## src/rtl/sgdma_pkg.sv

```systemverilog
package sgdma_pkg;

    typedef enum logic [2:0] {
        MV_IDLE,
        MV_FETCH,
        MV_PULL,
        MV_LO,
        MV_HI,
        MV_PUSH
    } mv_state_e;

    localparam int CMD_GO    = 0;
    localparam int CMD_TOMEM = 3;
    localparam int STS_RUN   = 0;
    localparam int STS_INT   = 2;
    localparam int STS_CAP_L = 5;

endpackage

```

## src/rtl/sgdma_regs.sv

```systemverilog
module sgdma_regs
    import sgdma_pkg::*;
#(
    parameter int OFF_W = 2
) (
    input  logic             clk,
    input  logic             rst_n,
    input  logic             reg_wr,
    input  logic [OFF_W-1:0] reg_off,
    input  logic [3:0]       reg_be,
    input  logic [31:0]      reg_wdata,
    output logic [31:0]      reg_rdata,
    input  logic             drv_irq,
    input  logic             eot,
    output logic             launch,
    output logic             running,
    output logic             to_mem,
    output logic [31:0]      tbl_base
);

    typedef struct packed {
        logic        go;
        logic        dir;
        logic        run;
        logic        intr;
        logic [1:0]  cap;
        logic        irq_last;
        logic [31:0] base;
    } regs_t;

    regs_t q, d;
    logic  cmd_wr, sts_wr, base_wr;

    always_comb begin
        d       = q;
        launch  = 1'b0;
        cmd_wr  = reg_wr && (reg_off == OFF_W'(0)) && reg_be[0];
        sts_wr  = reg_wr && (reg_off == OFF_W'(0)) && reg_be[2];
        base_wr = reg_wr && (reg_off == OFF_W'(1));

        if (eot) d.run = 1'b0;

        if (cmd_wr) begin
            d.go  = reg_wdata[CMD_GO];
            d.dir = reg_wdata[CMD_TOMEM];
            if (!q.go && reg_wdata[CMD_GO]) begin
                d.run  = 1'b1;
                launch = 1'b1;
            end else if (q.go && !reg_wdata[CMD_GO]) begin
                d.run = 1'b0;
            end
        end

        if (sts_wr) begin
            d.cap = reg_wdata[16+STS_CAP_L +: 2];
            if (reg_wdata[16+STS_INT]) d.intr = 1'b0;
        end

        if (drv_irq && !q.irq_last) d.intr = 1'b1;
        d.irq_last = drv_irq;

        if (base_wr) begin
            for (int b = 0; b < 4; b++) begin
                if (reg_be[b]) d.base[8*b +: 8] = reg_wdata[8*b +: 8];
            end
            d.base[1:0] = 2'b00;
        end
    end

    always_ff @(posedge clk) begin
        if (!rst_n) q <= '0;
        else        q <= d;
    end

    always_comb begin
        case (reg_off)
            OFF_W'(0): reg_rdata = {8'h00, 1'b0, q.cap, 2'b00, q.intr, 1'b0, q.run,
                                    8'h00, 4'h0, q.dir, 2'b00, q.go};
            OFF_W'(1): reg_rdata = q.base;
            default:   reg_rdata = '1;
        endcase
    end

    assign running  = q.run;
    assign to_mem   = q.dir;
    assign tbl_base = q.base;

    p_launch_sets_run_r2: assert property (@(posedge clk) disable iff (!rst_n)
        launch |=> q.run);

    p_stop_clears_run_r3: assert property (@(posedge clk) disable iff (!rst_n)
        (cmd_wr && q.go && !reg_wdata[CMD_GO]) |=> !q.run);

    p_cap_follows_write_r4: assert property (@(posedge clk) disable iff (!rst_n)
        sts_wr |=> (q.cap == $past(reg_wdata[22:21])));

    p_end_stops_run_r10: assert property (@(posedge clk) disable iff (!rst_n)
        (eot && !launch) |=> !q.run);

    p_irq_edge_sets_r12: assert property (@(posedge clk) disable iff (!rst_n)
        $rose(drv_irq) |=> q.intr);

endmodule

```

## src/rtl/sgdma_mover.sv

```systemverilog
module sgdma_mover
    import sgdma_pkg::*;
#(
    parameter int ADDR_W = 32,
    parameter int LEN_W  = 16
) (
    input  logic              clk,
    input  logic              rst_n,
    input  logic              launch,
    input  logic              running,
    input  logic              to_mem,
    input  logic [ADDR_W-1:0] tbl_base,
    input  logic              dmarq,
    output logic              mem_req,
    output logic              mem_we,
    output logic [ADDR_W-1:0] mem_addr,
    output logic [7:0]        mem_wdata,
    input  logic [7:0]        mem_rdata,
    input  logic              mem_ack,
    output logic              drv_rd,
    input  logic [15:0]       drv_rdata,
    output logic              drv_wr,
    output logic [15:0]       drv_wdata,
    output logic              eot
);

    localparam int CNT_W = LEN_W + 1;
    localparam logic [CNT_W-1:0] FULL_LEN = {1'b1, {LEN_W{1'b0}}};

    typedef struct packed {
        mv_state_e         st;
        logic [2:0]        idx;
        logic [ADDR_W-1:0] ptr;
        logic [ADDR_W-1:0] cur;
        logic [CNT_W-1:0]  cnt;
        logic              last;
        logic [15:0]       word;
        logic [55:0]       ent;
    } mv_t;

    mv_t          q, d;
    logic [63:0]  entry;
    logic [LEN_W-1:0] len_f;
    logic         finish;
    logic         unused_entry;

    assign unused_entry = ^entry;

    always_comb begin
        d         = q;
        eot       = 1'b0;
        finish    = 1'b0;
        mem_req   = 1'b0;
        mem_we    = 1'b0;
        mem_addr  = q.cur;
        mem_wdata = q.word[7:0];
        drv_rd    = 1'b0;
        drv_wr    = 1'b0;
        drv_wdata = q.word;
        entry     = {mem_rdata, q.ent};
        len_f     = {entry[32+LEN_W-1:33], 1'b0};

        if (launch) begin
            d.st   = MV_IDLE;
            d.cnt  = '0;
            d.ptr  = tbl_base;
            d.last = 1'b0;
        end else if (!running) begin
            d.st = MV_IDLE;
        end else begin
            case (q.st)
                MV_IDLE: begin
                    if (dmarq) begin
                        if (q.cnt == '0) begin
                            d.st  = MV_FETCH;
                            d.idx = '0;
                        end else begin
                            d.st = to_mem ? MV_PULL : MV_LO;
                        end
                    end
                end
                MV_FETCH: begin
                    mem_req  = 1'b1;
                    mem_addr = q.ptr;
                    if (mem_ack) begin
                        d.ptr = q.ptr + ADDR_W'(1);
                        d.idx = q.idx + 3'd1;
                        if (q.idx == 3'd7) begin
                            d.cur  = {entry[ADDR_W-1:1], 1'b0};
                            d.cnt  = (len_f == '0) ? FULL_LEN : {1'b0, len_f};
                            d.last = entry[63];
                            d.st   = MV_IDLE;
                        end else begin
                            d.ent[q.idx*8 +: 8] = mem_rdata;
                        end
                    end
                end
                MV_PULL: begin
                    drv_rd = 1'b1;
                    d.word = drv_rdata;
                    d.st   = MV_LO;
                end
                MV_LO: begin
                    mem_req   = 1'b1;
                    mem_we    = to_mem;
                    mem_wdata = q.word[7:0];
                    if (mem_ack) begin
                        if (!to_mem) d.word[7:0] = mem_rdata;
                        d.cur = q.cur + ADDR_W'(1);
                        d.st  = MV_HI;
                    end
                end
                MV_HI: begin
                    mem_req   = 1'b1;
                    mem_we    = to_mem;
                    mem_wdata = q.word[15:8];
                    if (mem_ack) begin
                        if (!to_mem) d.word[15:8] = mem_rdata;
                        d.cur = q.cur + ADDR_W'(1);
                        if (to_mem) finish = 1'b1;
                        else        d.st   = MV_PUSH;
                    end
                end
                MV_PUSH: begin
                    drv_wr = 1'b1;
                    finish = 1'b1;
                end
                default: d.st = MV_IDLE;
            endcase

            if (finish) begin
                d.cnt = q.cnt - CNT_W'(2);
                d.st  = MV_IDLE;
                if (q.cnt == CNT_W'(2) && q.last) eot = 1'b1;
            end
        end
    end

    always_ff @(posedge clk) begin
        if (!rst_n) q <= '{st: MV_IDLE, default: '0};
        else        q <= d;
    end

    p_count_even_r5: assert property (@(posedge clk) disable iff (!rst_n)
        !q.cnt[0]);

    p_low_byte_even_r8: assert property (@(posedge clk) disable iff (!rst_n)
        (mem_req && q.st == MV_LO) |-> !mem_addr[0]);

    p_one_strobe_r8: assert property (@(posedge clk) disable iff (!rst_n)
        $onehot0({mem_req, drv_rd, drv_wr}));

    p_pull_then_low_r8: assert property (@(posedge clk) disable iff (!rst_n)
        drv_rd |=> (q.st == MV_LO));

    p_wait_for_request_r7: assert property (@(posedge clk) disable iff (!rst_n)
        (q.st == MV_IDLE && !dmarq) |=> (q.st == MV_IDLE));

endmodule

```

## src/rtl/sgdma_engine.sv

```systemverilog
module sgdma_engine #(
    parameter int ADDR_W = 32,
    parameter int LEN_W  = 16,
    parameter int OFF_W  = 2
) (
    input  logic              clk,
    input  logic              rst_n,
    input  logic              reg_wr,
    input  logic [OFF_W-1:0]  reg_off,
    input  logic [3:0]        reg_be,
    input  logic [31:0]       reg_wdata,
    output logic [31:0]       reg_rdata,
    output logic              mem_req,
    output logic              mem_we,
    output logic [ADDR_W-1:0] mem_addr,
    output logic [7:0]        mem_wdata,
    input  logic [7:0]        mem_rdata,
    input  logic              mem_ack,
    input  logic              dmarq,
    output logic              drv_rd,
    input  logic [15:0]       drv_rdata,
    output logic              drv_wr,
    output logic [15:0]       drv_wdata,
    input  logic              drv_irq
);

    logic        launch, running, to_mem, eot;
    logic [31:0] tbl_base;

    sgdma_regs #(.OFF_W(OFF_W)) u_regs (
        .clk       (clk),
        .rst_n     (rst_n),
        .reg_wr    (reg_wr),
        .reg_off   (reg_off),
        .reg_be    (reg_be),
        .reg_wdata (reg_wdata),
        .reg_rdata (reg_rdata),
        .drv_irq   (drv_irq),
        .eot       (eot),
        .launch    (launch),
        .running   (running),
        .to_mem    (to_mem),
        .tbl_base  (tbl_base)
    );

    sgdma_mover #(.ADDR_W(ADDR_W), .LEN_W(LEN_W)) u_mover (
        .clk       (clk),
        .rst_n     (rst_n),
        .launch    (launch),
        .running   (running),
        .to_mem    (to_mem),
        .tbl_base  (tbl_base[ADDR_W-1:0]),
        .dmarq     (dmarq),
        .mem_req   (mem_req),
        .mem_we    (mem_we),
        .mem_addr  (mem_addr),
        .mem_wdata (mem_wdata),
        .mem_rdata (mem_rdata),
        .mem_ack   (mem_ack),
        .drv_rd    (drv_rd),
        .drv_rdata (drv_rdata),
        .drv_wr    (drv_wr),
        .drv_wdata (drv_wdata),
        .eot       (eot)
    );

endmodule

```

## config.mk

```make
export PLATFORM = sky130hd
export DESIGN_NAME = sgdma_engine
export DESIGN_NICKNAME = d
export VERILOG_FILES = /design/src/rtl/sgdma_pkg.sv /design/src/rtl/sgdma_regs.sv /design/src/rtl/sgdma_mover.sv /design/src/rtl/sgdma_engine.sv
export SDC_FILE = /design/constraint.sdc
export NUM_CORES = 1
export LEC_CHECK = 0
export CAP_MARGIN = 15
export CORE_ASPECT_RATIO = 0.7
export CORE_MARGIN = 2
export CORE_UTILIZATION = 55
export CTS_CLUSTER_SIZE = 25
export DETAILED_ROUTE_END_ITERATION = 7
export GPL_ROUTABILITY_DRIVEN = 0
export HOLD_SLACK_MARGIN = 0.05
export PLACE_DENSITY = 0.81
export SETUP_SLACK_MARGIN = 0.3
export SLEW_MARGIN = 0
export SYNTH_ARGS = -nofsm -noshare
export SYNTH_HDL_FRONTEND = slang
export SYNTH_SLANG_ARGS = --single-unit
```

## constraint.sdc

```tcl
create_clock -name clk -period 3.15 [get_ports clk]
set_clock_uncertainty 0.05 [all_clocks]
set_input_delay 0.315 -clock clk [delete_from_list [all_inputs] [get_ports clk]]
set_output_delay 0.315 -clock clk [all_outputs]
set_load 0.005 [all_outputs]
```

==> flow_results.xml, run 1 <==
<?xml version="1.0" encoding="UTF-8"?>
<metrics>
  <group name="global_routing">
    <metric name="number_of_global_route_vias_before_repair" unit="">9652</metric>
    <metric name="grt_remaining_overflow" unit="">0</metric>
    <metric name="grt_max_degree" unit="">81</metric>
    <metric name="groute.usage.overall" unit="">0.327</metric>
    <metric name="global_route_wire_length_before_repair" unit="µm">52100</metric>
    <metric name="grt_antenna_before_repair" unit="">0</metric>
  </group>
  <group name="critical_path">
    <metric name="path_cells" unit="">clkdlybuf4s50_1, nand2b_4, o21ai_2, or4b_4, buf_16, mux2_4, clkdlybuf4s50_1</metric>
    <metric name="critical-path-slowest-cell" unit="">sky130_fd_sc_hd__or4b_4</metric>
    <metric name="worst-path-stages" unit="">7</metric>
    <metric name="crit_buf_inv" unit="">3</metric>
    <metric name="setup.worst_path.end_class" unit="">primary output</metric>
    <metric name="setup_crit_path_kind" unit="">input pin to primary output</metric>
    <metric name="crit_path_max_incr_delay" unit="ps">620</metric>
    <metric name="ff2ff_path_depth" unit="">6</metric>
    <metric name="critPathLaunchType" unit="">input pin</metric>
    <metric name="cp_top_family" unit="">buffers and inverters</metric>
    <metric name="worstPathMaxFanout" unit="">14</metric>
    <metric name="crit_top_cell" unit="">sky130_fd_sc_hd__clkdlybuf4s50_1</metric>
    <metric name="worst-endpoint-arrival" unit="ps">2660</metric>
    <metric name="worst_ep_required_time" unit="ps">2780</metric>
  </group>
  <group name="synthesis">
    <metric name="yosysSeqAreaShare" unit="">0.359</metric>
    <metric name="netlist_area" unit="µm²">10400</metric>
    <metric name="yosys_most_used_dff" unit="">sky130_fd_sc_hd__dfxtp_1</metric>
    <metric name="yosys_register_bits" unit="">187</metric>
    <metric name="synth_edf_count" unit="">0</metric>
    <metric name="syn_area_per_cell" unit="µm²">8.00</metric>
    <metric name="synthesis.yosys.warnings" unit="">0</metric>
    <metric name="ys_types" unit="">77</metric>
    <metric name="async_reset_ff_frac" unit="">0</metric>
    <metric name="mappedNetlistNets" unit="">1383</metric>
    <metric name="post_synth_inst_count" unit="">1305</metric>
  </group>
  <group name="routing">
    <metric name="vias" unit="">10600</metric>
    <metric name="routed_wirelength" unit="µm">33500</metric>
    <metric name="drt_first_pass_iters" unit="">5</metric>
    <metric name="detail_route.wl_per_cell" unit="µm">19.9</metric>
    <metric name="drc_errors_left" unit="">0</metric>
    <metric name="detail-route-antenna-nets" unit="">0</metric>
    <metric name="detailedRoute.firstIterationViolations" unit="">1686</metric>
    <metric name="vias_per_cell" unit="">6.30</metric>
  </group>
  <group name="timing">
    <metric name="worst_margin_pin_slew" unit="ps">834</metric>
    <metric name="grt_setup_unrepaired" unit="">yes</metric>
    <metric name="fin_setup_tns" unit="ps">0</metric>
    <metric name="final.period_utilization" unit="">0.960</metric>
    <metric name="fin_crit" unit="ps">3020</metric>
    <metric name="setup_viol" unit="">0</metric>
    <metric name="timing.fmax" unit="MHz">331</metric>
    <metric name="timing_max_transition_violations_final" unit="">0</metric>
    <metric name="report.final.hold_viol_count" unit="">0</metric>
    <metric name="final.setup.worst_slack" unit="ps">125</metric>
    <metric name="worst_slew_margin_rel" unit="">0.444</metric>
  </group>
  <group name="power_and_ir_drop">
    <metric name="power.share.combinational" unit="">0.066</metric>
    <metric name="seq_power_share" unit="">0.485</metric>
    <metric name="internal_power" unit="mW">3.68</metric>
    <metric name="vdd_ir_drop_max" unit="mV">0.378</metric>
    <metric name="pwr_density_cell" unit="nW/µm²">385</metric>
    <metric name="post-layout-total-power" unit="mW">4.96</metric>
    <metric name="pwr-share-clk" unit="">0.449</metric>
    <metric name="power.net_switching" unit="mW">1.28</metric>
    <metric name="leakage" unit="nW">4.95</metric>
    <metric name="power.share.switching" unit="">0.259</metric>
  </group>
  <group name="die">
    <metric name="die-height" unit="µm">119</metric>
    <metric name="core-area" unit="µm²">18800</metric>
    <metric name="rows" unit="">42</metric>
    <metric name="floorplan.die.width" unit="µm">169</metric>
    <metric name="boundaryPins" unit="">160</metric>
    <metric name="effective_utilization_at_floorplan" unit="">0.557</metric>
    <metric name="fp.dieArea" unit="µm²">20100</metric>
  </group>
  <group name="clock_network">
    <metric name="clkTransAtPathRegs" unit="ps">70</metric>
    <metric name="ctsLongestPathBuffers" unit="">2</metric>
    <metric name="tritoncts" unit="">built</metric>
    <metric name="postCtsHoldBufs" unit="">0</metric>
    <metric name="clk_root_buffer_cell" unit="">sky130_fd_sc_hd__clkbuf_16</metric>
    <metric name="worstSkewPairLatency" unit="ps">450</metric>
    <metric name="cts-buffers-inserted" unit="">17</metric>
    <metric name="h_tree_levels" unit="">4</metric>
    <metric name="cts.sinks" unit="">187</metric>
  </group>
  <group name="cells_and_area">
    <metric name="areaGrowthSynthToFinish" unit="%">23.3</metric>
    <metric name="final_layout_size_suffix_gt1_frac" unit="">0.105</metric>
    <metric name="layout.nets" unit="">1505</metric>
    <metric name="antenna_cells_inserted" unit="">0</metric>
  </group>
  <group name="placed_design">
    <metric name="numPortBuffers" unit="">158</metric>
    <metric name="dp_hpwl" unit="µm">23500</metric>
    <metric name="place_worst_setup_slack" unit="ps">52.2</metric>
  </group>
  <group name="worst_hold_path">
    <metric name="hold-path-cell-count" unit="">5</metric>
    <metric name="min-delay-path-class" unit="">input pin to flop</metric>
  </group>
  <group name="flow_run">
    <metric name="maxCapViolations" unit="">0</metric>
  </group>
  <group name="status">
    <metric name="outcome" unit="">completed</metric>
  </group>
</metrics>
-- per-stage QoR --
| step | util | hold slack (ps) | instance area (µm²) | std cells |
|---|---|---|---|---|
| after floorplan | - | 360 | 10400 | 1305 |
| after global placement | 0.646 | 383 | 12100 | 1642 |
| after detailed placement | 0.646 | 386 | 12100 | 1642 |
| after CTS | 0.681 | 352 | 12800 | 1675 |
| after global routing | 0.686 | 325 | 12900 | 1682 |
| final | 0.686 | 304 | 12900 | 1682 |
-- placed cells by master, fill, tap and decap left out, types with 6 or more instances in the layout --
cell,count
sky130_fd_sc_hd__dfxtp_1,186
sky130_fd_sc_hd__nand2_1,266
sky130_fd_sc_hd__nand4_1,23
sky130_fd_sc_hd__and2_1,11
sky130_fd_sc_hd__a221oi_1,7
sky130_fd_sc_hd__mux2_2,13
sky130_fd_sc_hd__mux2i_1,59
sky130_fd_sc_hd__and4_1,8
sky130_fd_sc_hd__mux2_4,25
sky130_fd_sc_hd__inv_1,19
sky130_fd_sc_hd__nand2b_1,6
sky130_fd_sc_hd__a211oi_1,8
sky130_fd_sc_hd__ha_1,10
sky130_fd_sc_hd__nand3_1,60
sky130_fd_sc_hd__nor3_1,25
sky130_fd_sc_hd__and3_1,18
sky130_fd_sc_hd__a32o_1,10
sky130_fd_sc_hd__a31oi_1,12
sky130_fd_sc_hd__xnor2_1,7
sky130_fd_sc_hd__or3_1,9
sky130_fd_sc_hd__nor4_1,19
sky130_fd_sc_hd__a21oi_1,94
sky130_fd_sc_hd__o22ai_1,8
sky130_fd_sc_hd__a311oi_1,16
sky130_fd_sc_hd__buf_4,43
sky130_fd_sc_hd__clkdlybuf4s50_1,144
sky130_fd_sc_hd__xor2_1,23
sky130_fd_sc_hd__clkbuf_16,18
sky130_fd_sc_hd__a22oi_1,6
sky130_fd_sc_hd__o21ai_0,81
sky130_fd_sc_hd__dlymetal6s2s_1,11
sky130_fd_sc_hd__nor2_1,77
-- synth_stat cells, types with 4 or more instances --
library cell	count	area share
sky130_fd_sc_hd__and3_1	18	0.011
sky130_fd_sc_hd__a31oi_1	12	0.0072
sky130_fd_sc_hd__clkbuf_1	52	0.019
sky130_fd_sc_hd__nand2b_1	7	0.0042
sky130_fd_sc_hd__xnor2_1	7	0.0059
sky130_fd_sc_hd__o21a_1	5	0.0036
sky130_fd_sc_hd__mux2_4	25	0.036
sky130_fd_sc_hd__a21o_1	4	0.0029
sky130_fd_sc_hd__o2111ai_1	4	0.0034
sky130_fd_sc_hd__and4_1	9	0.0075
sky130_fd_sc_hd__o21ai_0	81	0.039
sky130_fd_sc_hd__a311oi_1	16	0.013
sky130_fd_sc_hd__xor2_1	23	0.019
sky130_fd_sc_hd__or3_1	9	0.0054
sky130_fd_sc_hd__nor4_1	19	0.011
sky130_fd_sc_hd__mux2i_1	59	0.057
sky130_fd_sc_hd__nor3_1	25	0.012
sky130_fd_sc_hd__nand3_1	60	0.029
sky130_fd_sc_hd__inv_1	19	0.0068
sky130_fd_sc_hd__a221oi_1	7	0.0059
sky130_fd_sc_hd__ha_1	10	0.012
sky130_fd_sc_hd__nand2_2	5	0.0030
sky130_fd_sc_hd__mux2_2	13	0.014
sky130_fd_sc_hd__nor4b_1	5	0.0042
sky130_fd_sc_hd__o221ai_1	5	0.0042
sky130_fd_sc_hd__dfxtp_1	187	0.36
sky130_fd_sc_hd__buf_2	26	0.012
sky130_fd_sc_hd__nor3_2	4	0.0038
sky130_fd_sc_hd__nand4_1	23	0.014
sky130_fd_sc_hd__a211oi_1	8	0.0058
sky130_fd_sc_hd__a32o_1	10	0.0096
sky130_fd_sc_hd__a32oi_1	4	0.0034
sky130_fd_sc_hd__nor2_1	78	0.028
sky130_fd_sc_hd__a22oi_1	6	0.0043
sky130_fd_sc_hd__buf_4	19	0.014
sky130_fd_sc_hd__and2_1	11	0.0066
sky130_fd_sc_hd__o22ai_1	8	0.0048
sky130_fd_sc_hd__nand2_1	266	0.096
sky130_fd_sc_hd__a21oi_1	94	0.045
sky130_fd_sc_hd__o31a_1	4	0.0034
-- routing by layer --
metal	part of all wire	up-vias	global-route usage	wire length (µm)
met5	0	-	0	0
li1	-	4917	-	-
met4	0.016	0	0.0846	519
met1	0.44	5001	0.482	14700
met3	0.12	55	0.0897	4130
met2	0.42	622	0.468	14100
-- tightest hold or removal path: stages --
cell and delay [ps]:
sky130_fd_sc_hd__dlymetal6s2s_1 170, sky130_fd_sc_hd__nand2_1 90, sky130_fd_sc_hd__nor3_1 70, sky130_fd_sc_hd__nand2_1 70, sky130_fd_sc_hd__a21oi_1 50
-- area by class of cell --
type	instances	area (µm²)
flip-flops and latches	187	3750
inverters	20	75.1
multi-input cells	996	6130
fillers	1529	5890
well taps	242	303
repair buffers	205	2010
clock inverters	15	176
clock buffers	17	425
-- worst paths after layout --
check                 startpoint            to  slack, ps
hold / removal         reg_be[0]  u_regs.q[38]        300
setup / recovery    reg_wdata[0]  mem_addr[14]        130
hold reg to reg             flop          flop        410
setup reg to reg  u_mover.q[154]          flop        500
-- cells by family (layout without fill, tap and decap cells) --
kind of cell | after synthesis | after routing | share of synthesized area
multiplexers | 97 | 97 | 0.107
AO/OA/AOI/OAI | 295 | 295 | 0.178
AND/OR/NAND/NOR | 564 | 564 | 0.264
flip-flops | 187 | 187 | 0.359
buffers and inverters | 122 | 257 | 0.0561
adder cells (fa/ha/maj) | 10 | 10 | 0.0120
XOR/XNOR | 30 | 30 | 0.0252
-- power by group through the flow --
| stage | combinational (mW) | sequential, mW | clock, mW |
|---|---|---|---|
| 6_report | 0.326 | 2.40 | 2.23 |
| 5_1_grt | 0.348 | 2.41 | 2.34 |
| 4_1_cts | 0.321 | 2.40 | 2.23 |
| 3_5_place_dp | 0.318 | 2.46 | 0 |
| 3_3_place_gp | 0.316 | 2.46 | 0 |
| 2_1_floorplan | 0.132 | 2.45 | 0 |
-- what timing repair did --
| action | in CTS | in global routing |
|---|---|---|
| setup buffers | 0 | 6 |
| endpoints found under the setup margin | 41 | 57 |
| resized for setup | 7 | 15 |
| pin swaps | 1 | 2 |
| gates cloned | 1 | 1 |
(Power assumes the default switching activity.)
==> inputs of run 2 (changes only) <==
--- a/config.mk
+++ b/config.mk
@@ -5,9 +5,10 @@
 export SDC_FILE = /design/constraint.sdc
 export NUM_CORES = 1
 export LEC_CHECK = 0
+export ABC_CLOCK_PERIOD_IN_PS = 3150
 export CAP_MARGIN = 15
 export CORE_ASPECT_RATIO = 0.7
-export CORE_MARGIN = 2
+export CORE_MARGIN = 4
 export CORE_UTILIZATION = 55
 export CTS_CLUSTER_SIZE = 25
 export DETAILED_ROUTE_END_ITERATION = 7
==> flow_results.xml, run 2 (same netlist as run 1, synthesis figures left out) <==
<?xml version="1.0" encoding="UTF-8"?>
<metrics>
  <group name="status">
    <metric name="outcome" unit="">completed</metric>
  </group>
  <group name="critical_path">
    <metric name="path_cells" unit="">clkdlybuf4s50_1, nand4bb_4, o21ai_2, or4b_4, buf_12, mux2_4, clkdlybuf4s50_1</metric>
    <metric name="crit_path_max_incr_delay" unit="ps">600</metric>
    <metric name="critical-path-slowest-cell" unit="">sky130_fd_sc_hd__or4b_4</metric>
    <metric name="crit_top_cell" unit="">sky130_fd_sc_hd__clkdlybuf4s50_1</metric>
    <metric name="setup_crit_path_kind" unit="">input pin to primary output</metric>
    <metric name="worst-endpoint-arrival" unit="ps">2630</metric>
    <metric name="worstPathMaxFanout" unit="">14</metric>
    <metric name="critPathLaunchType" unit="">input pin</metric>
    <metric name="worst_ep_required_time" unit="ps">2780</metric>
    <metric name="setup.worst_path.end_class" unit="">primary output</metric>
  </group>
  <group name="global_routing">
    <metric name="groute.usage.overall" unit="">0.306</metric>
    <metric name="grt_antenna_before_repair" unit="">1</metric>
    <metric name="global_route_wire_length_before_repair" unit="µm">52400</metric>
    <metric name="grt_remaining_overflow" unit="">0</metric>
    <metric name="grt_max_degree" unit="">121</metric>
    <metric name="number_of_global_route_vias_before_repair" unit="">9647</metric>
  </group>
  <group name="placed_design">
    <metric name="dp_hpwl" unit="µm">24000</metric>
    <metric name="numPlacedInstances" unit="">1635</metric>
    <metric name="place_worst_setup_slack" unit="ps">53.7</metric>
    <metric name="numPortBuffers" unit="">158</metric>
  </group>
  <group name="die">
    <metric name="floorplan.die.width" unit="µm">173</metric>
    <metric name="core-area" unit="µm²">18300</metric>
    <metric name="die-height" unit="µm">123</metric>
    <metric name="boundaryPins" unit="">160</metric>
    <metric name="fp.dieArea" unit="µm²">21300</metric>
    <metric name="effective_utilization_at_floorplan" unit="">0.570</metric>
    <metric name="rows" unit="">41</metric>
  </group>
  <group name="clock_network">
    <metric name="clk_root_buffer_cell" unit="">sky130_fd_sc_hd__clkbuf_16</metric>
    <metric name="worstSkewPairLatency" unit="ps">440</metric>
    <metric name="cts.sinks" unit="">187</metric>
    <metric name="clkTransAtPathRegs" unit="ps">70</metric>
    <metric name="postCtsHoldBufs" unit="">0</metric>
    <metric name="h_tree_levels" unit="">4</metric>
    <metric name="cts-buffers-inserted" unit="">17</metric>
    <metric name="tritoncts" unit="">built</metric>
    <metric name="ctsLongestPathBuffers" unit="">2</metric>
  </group>
  <group name="cells_and_area">
    <metric name="most-common-layout-cells" unit="">sky130_fd_sc_hd__nand2_1, sky130_fd_sc_hd__dfxtp_1, sky130_fd_sc_hd__clkdlybuf4s50_1</metric>
    <metric name="final_layout_size_suffix_gt1_frac" unit="">0.101</metric>
    <metric name="layout.cells.non_filler" unit="">1670</metric>
    <metric name="areaGrowthSynthToFinish" unit="%">22.7</metric>
    <metric name="antenna_cells_inserted" unit="">0</metric>
    <metric name="final_common_cell" unit="">sky130_fd_sc_hd__nand2_1</metric>
    <metric name="layout.nets" unit="">1499</metric>
  </group>
  <group name="timing">
    <metric name="timing_max_transition_violations_final" unit="">0</metric>
    <metric name="timing.fmax" unit="MHz">334</metric>
    <metric name="final.setup.worst_slack" unit="ps">157</metric>
    <metric name="fin_crit" unit="ps">2990</metric>
    <metric name="final.period_utilization" unit="">0.950</metric>
    <metric name="report.final.hold_viol_count" unit="">0</metric>
    <metric name="grt_setup_unrepaired" unit="">yes</metric>
    <metric name="fin_setup_tns" unit="ps">0</metric>
    <metric name="worst_slew_margin_rel" unit="">0.416</metric>
    <metric name="worst_margin_pin_slew" unit="ps">869</metric>
    <metric name="fin_worst_hold_slack" unit="ps">194</metric>
    <metric name="setup_viol" unit="">0</metric>
  </group>
  <group name="power_and_ir_drop">
    <metric name="pwr_density_cell" unit="nW/µm²">388</metric>
    <metric name="vdd_ir_drop_max" unit="mV">0.346</metric>
    <metric name="leakage" unit="nW">4.82</metric>
  </group>
  <group name="routing">
    <metric name="detail-route-antenna-nets" unit="">0</metric>
    <metric name="detailedRoute.firstIterationViolations" unit="">1380</metric>
    <metric name="detail_route.wl_per_cell" unit="µm">20.3</metric>
    <metric name="drc_errors_left" unit="">0</metric>
    <metric name="vias" unit="">10600</metric>
    <metric name="vias_per_cell" unit="">6.32</metric>
    <metric name="routed_wirelength" unit="µm">33900</metric>
    <metric name="drt_first_pass_iters" unit="">6</metric>
  </group>
  <group name="flow_run">
    <metric name="maxCapViolations" unit="">0</metric>
  </group>
  <group name="worst_hold_path">
    <metric name="min-delay-path-class" unit="">input pin to flop</metric>
  </group>
</metrics>
[run 2: metrics by stage]
step / utilization / total power, mW / cell area, µm²
2_1_floorplan: - / 2.58 / 10400
3_3_place_gp: 0.663 / 2.78 / 12100
3_5_place_dp: 0.663 / 2.78 / 12100
4_1_cts: 0.698 / 4.97 / 12800
5_1_grt: 0.700 / 5.10 / 12800
6_report: 0.700 / 4.97 / 12800
[run 2: worst paths after layout]
| kind | end | start | cells after the start | slack, ps |
|---|---|---|---|---|
| worst min register to register | u_mover.q[73] | u_mover.q[73] | 2 | 400 |
| worst max register to register | u_mover.q[93] | u_mover.q[154] | 8 | 480 |
| worst min-delay path | u_mover.q[154] | rst_n | 2 | 190 |
| worst max-delay path | mem_addr[17] | reg_off[0] | 7 | 160 |
[run 2: critical path: cells and delay by family]
family / cells / cell delay [ps]
buffers and inverters: 3 / 1150
AOI/OAI and AO/OA: 1 / 80
muxes: 1 / 300
and+or+nand+nor: 2 / 770
[run 2: where the power goes]
group	switching [mW]	internal [mW]	leakage, nW
combinational	0.173	0.159	3.02
sequential	0.0235	2.38	1.51
clock	1.03	1.20	0.288
[run 2: repair_timing]
action                                  in CTS  in global routing
gates resized for setup                      9                  7
pin swaps                                    1                  1
gates cloned                                 1                  0
buffers inserted                             0                  2
endpoints found under the setup margin      41                 64
endpoints found under the hold margin        0                  0
[run 2: cell type report]
| type | count | area [µm²] |
|---|---|---|
| timing repair buffer | 199 | 1950 |
| clock inverter | 15 | 179 |
| clock buffer | 17 | 425 |
| fill | 1464 | 5500 |
| multi-input combinational | 996 | 6140 |
| inverter | 20 | 75.1 |
| sequential | 187 | 3740 |
| tap | 236 | 295 |
[run 2: per-layer routing]
| layer | track usage | vias to the layer above | wire [µm] |
|---|---|---|---|
| li1 | - | 4905 | - |
| met1 | 0.442 | 5008 | 15200 |
| met2 | 0.458 | 584 | 14300 |
| met3 | 0.0819 | 53 | 3810 |
| met4 | 0.0797 | 2 | 568 |
| met5 | 0 | - | 13 |
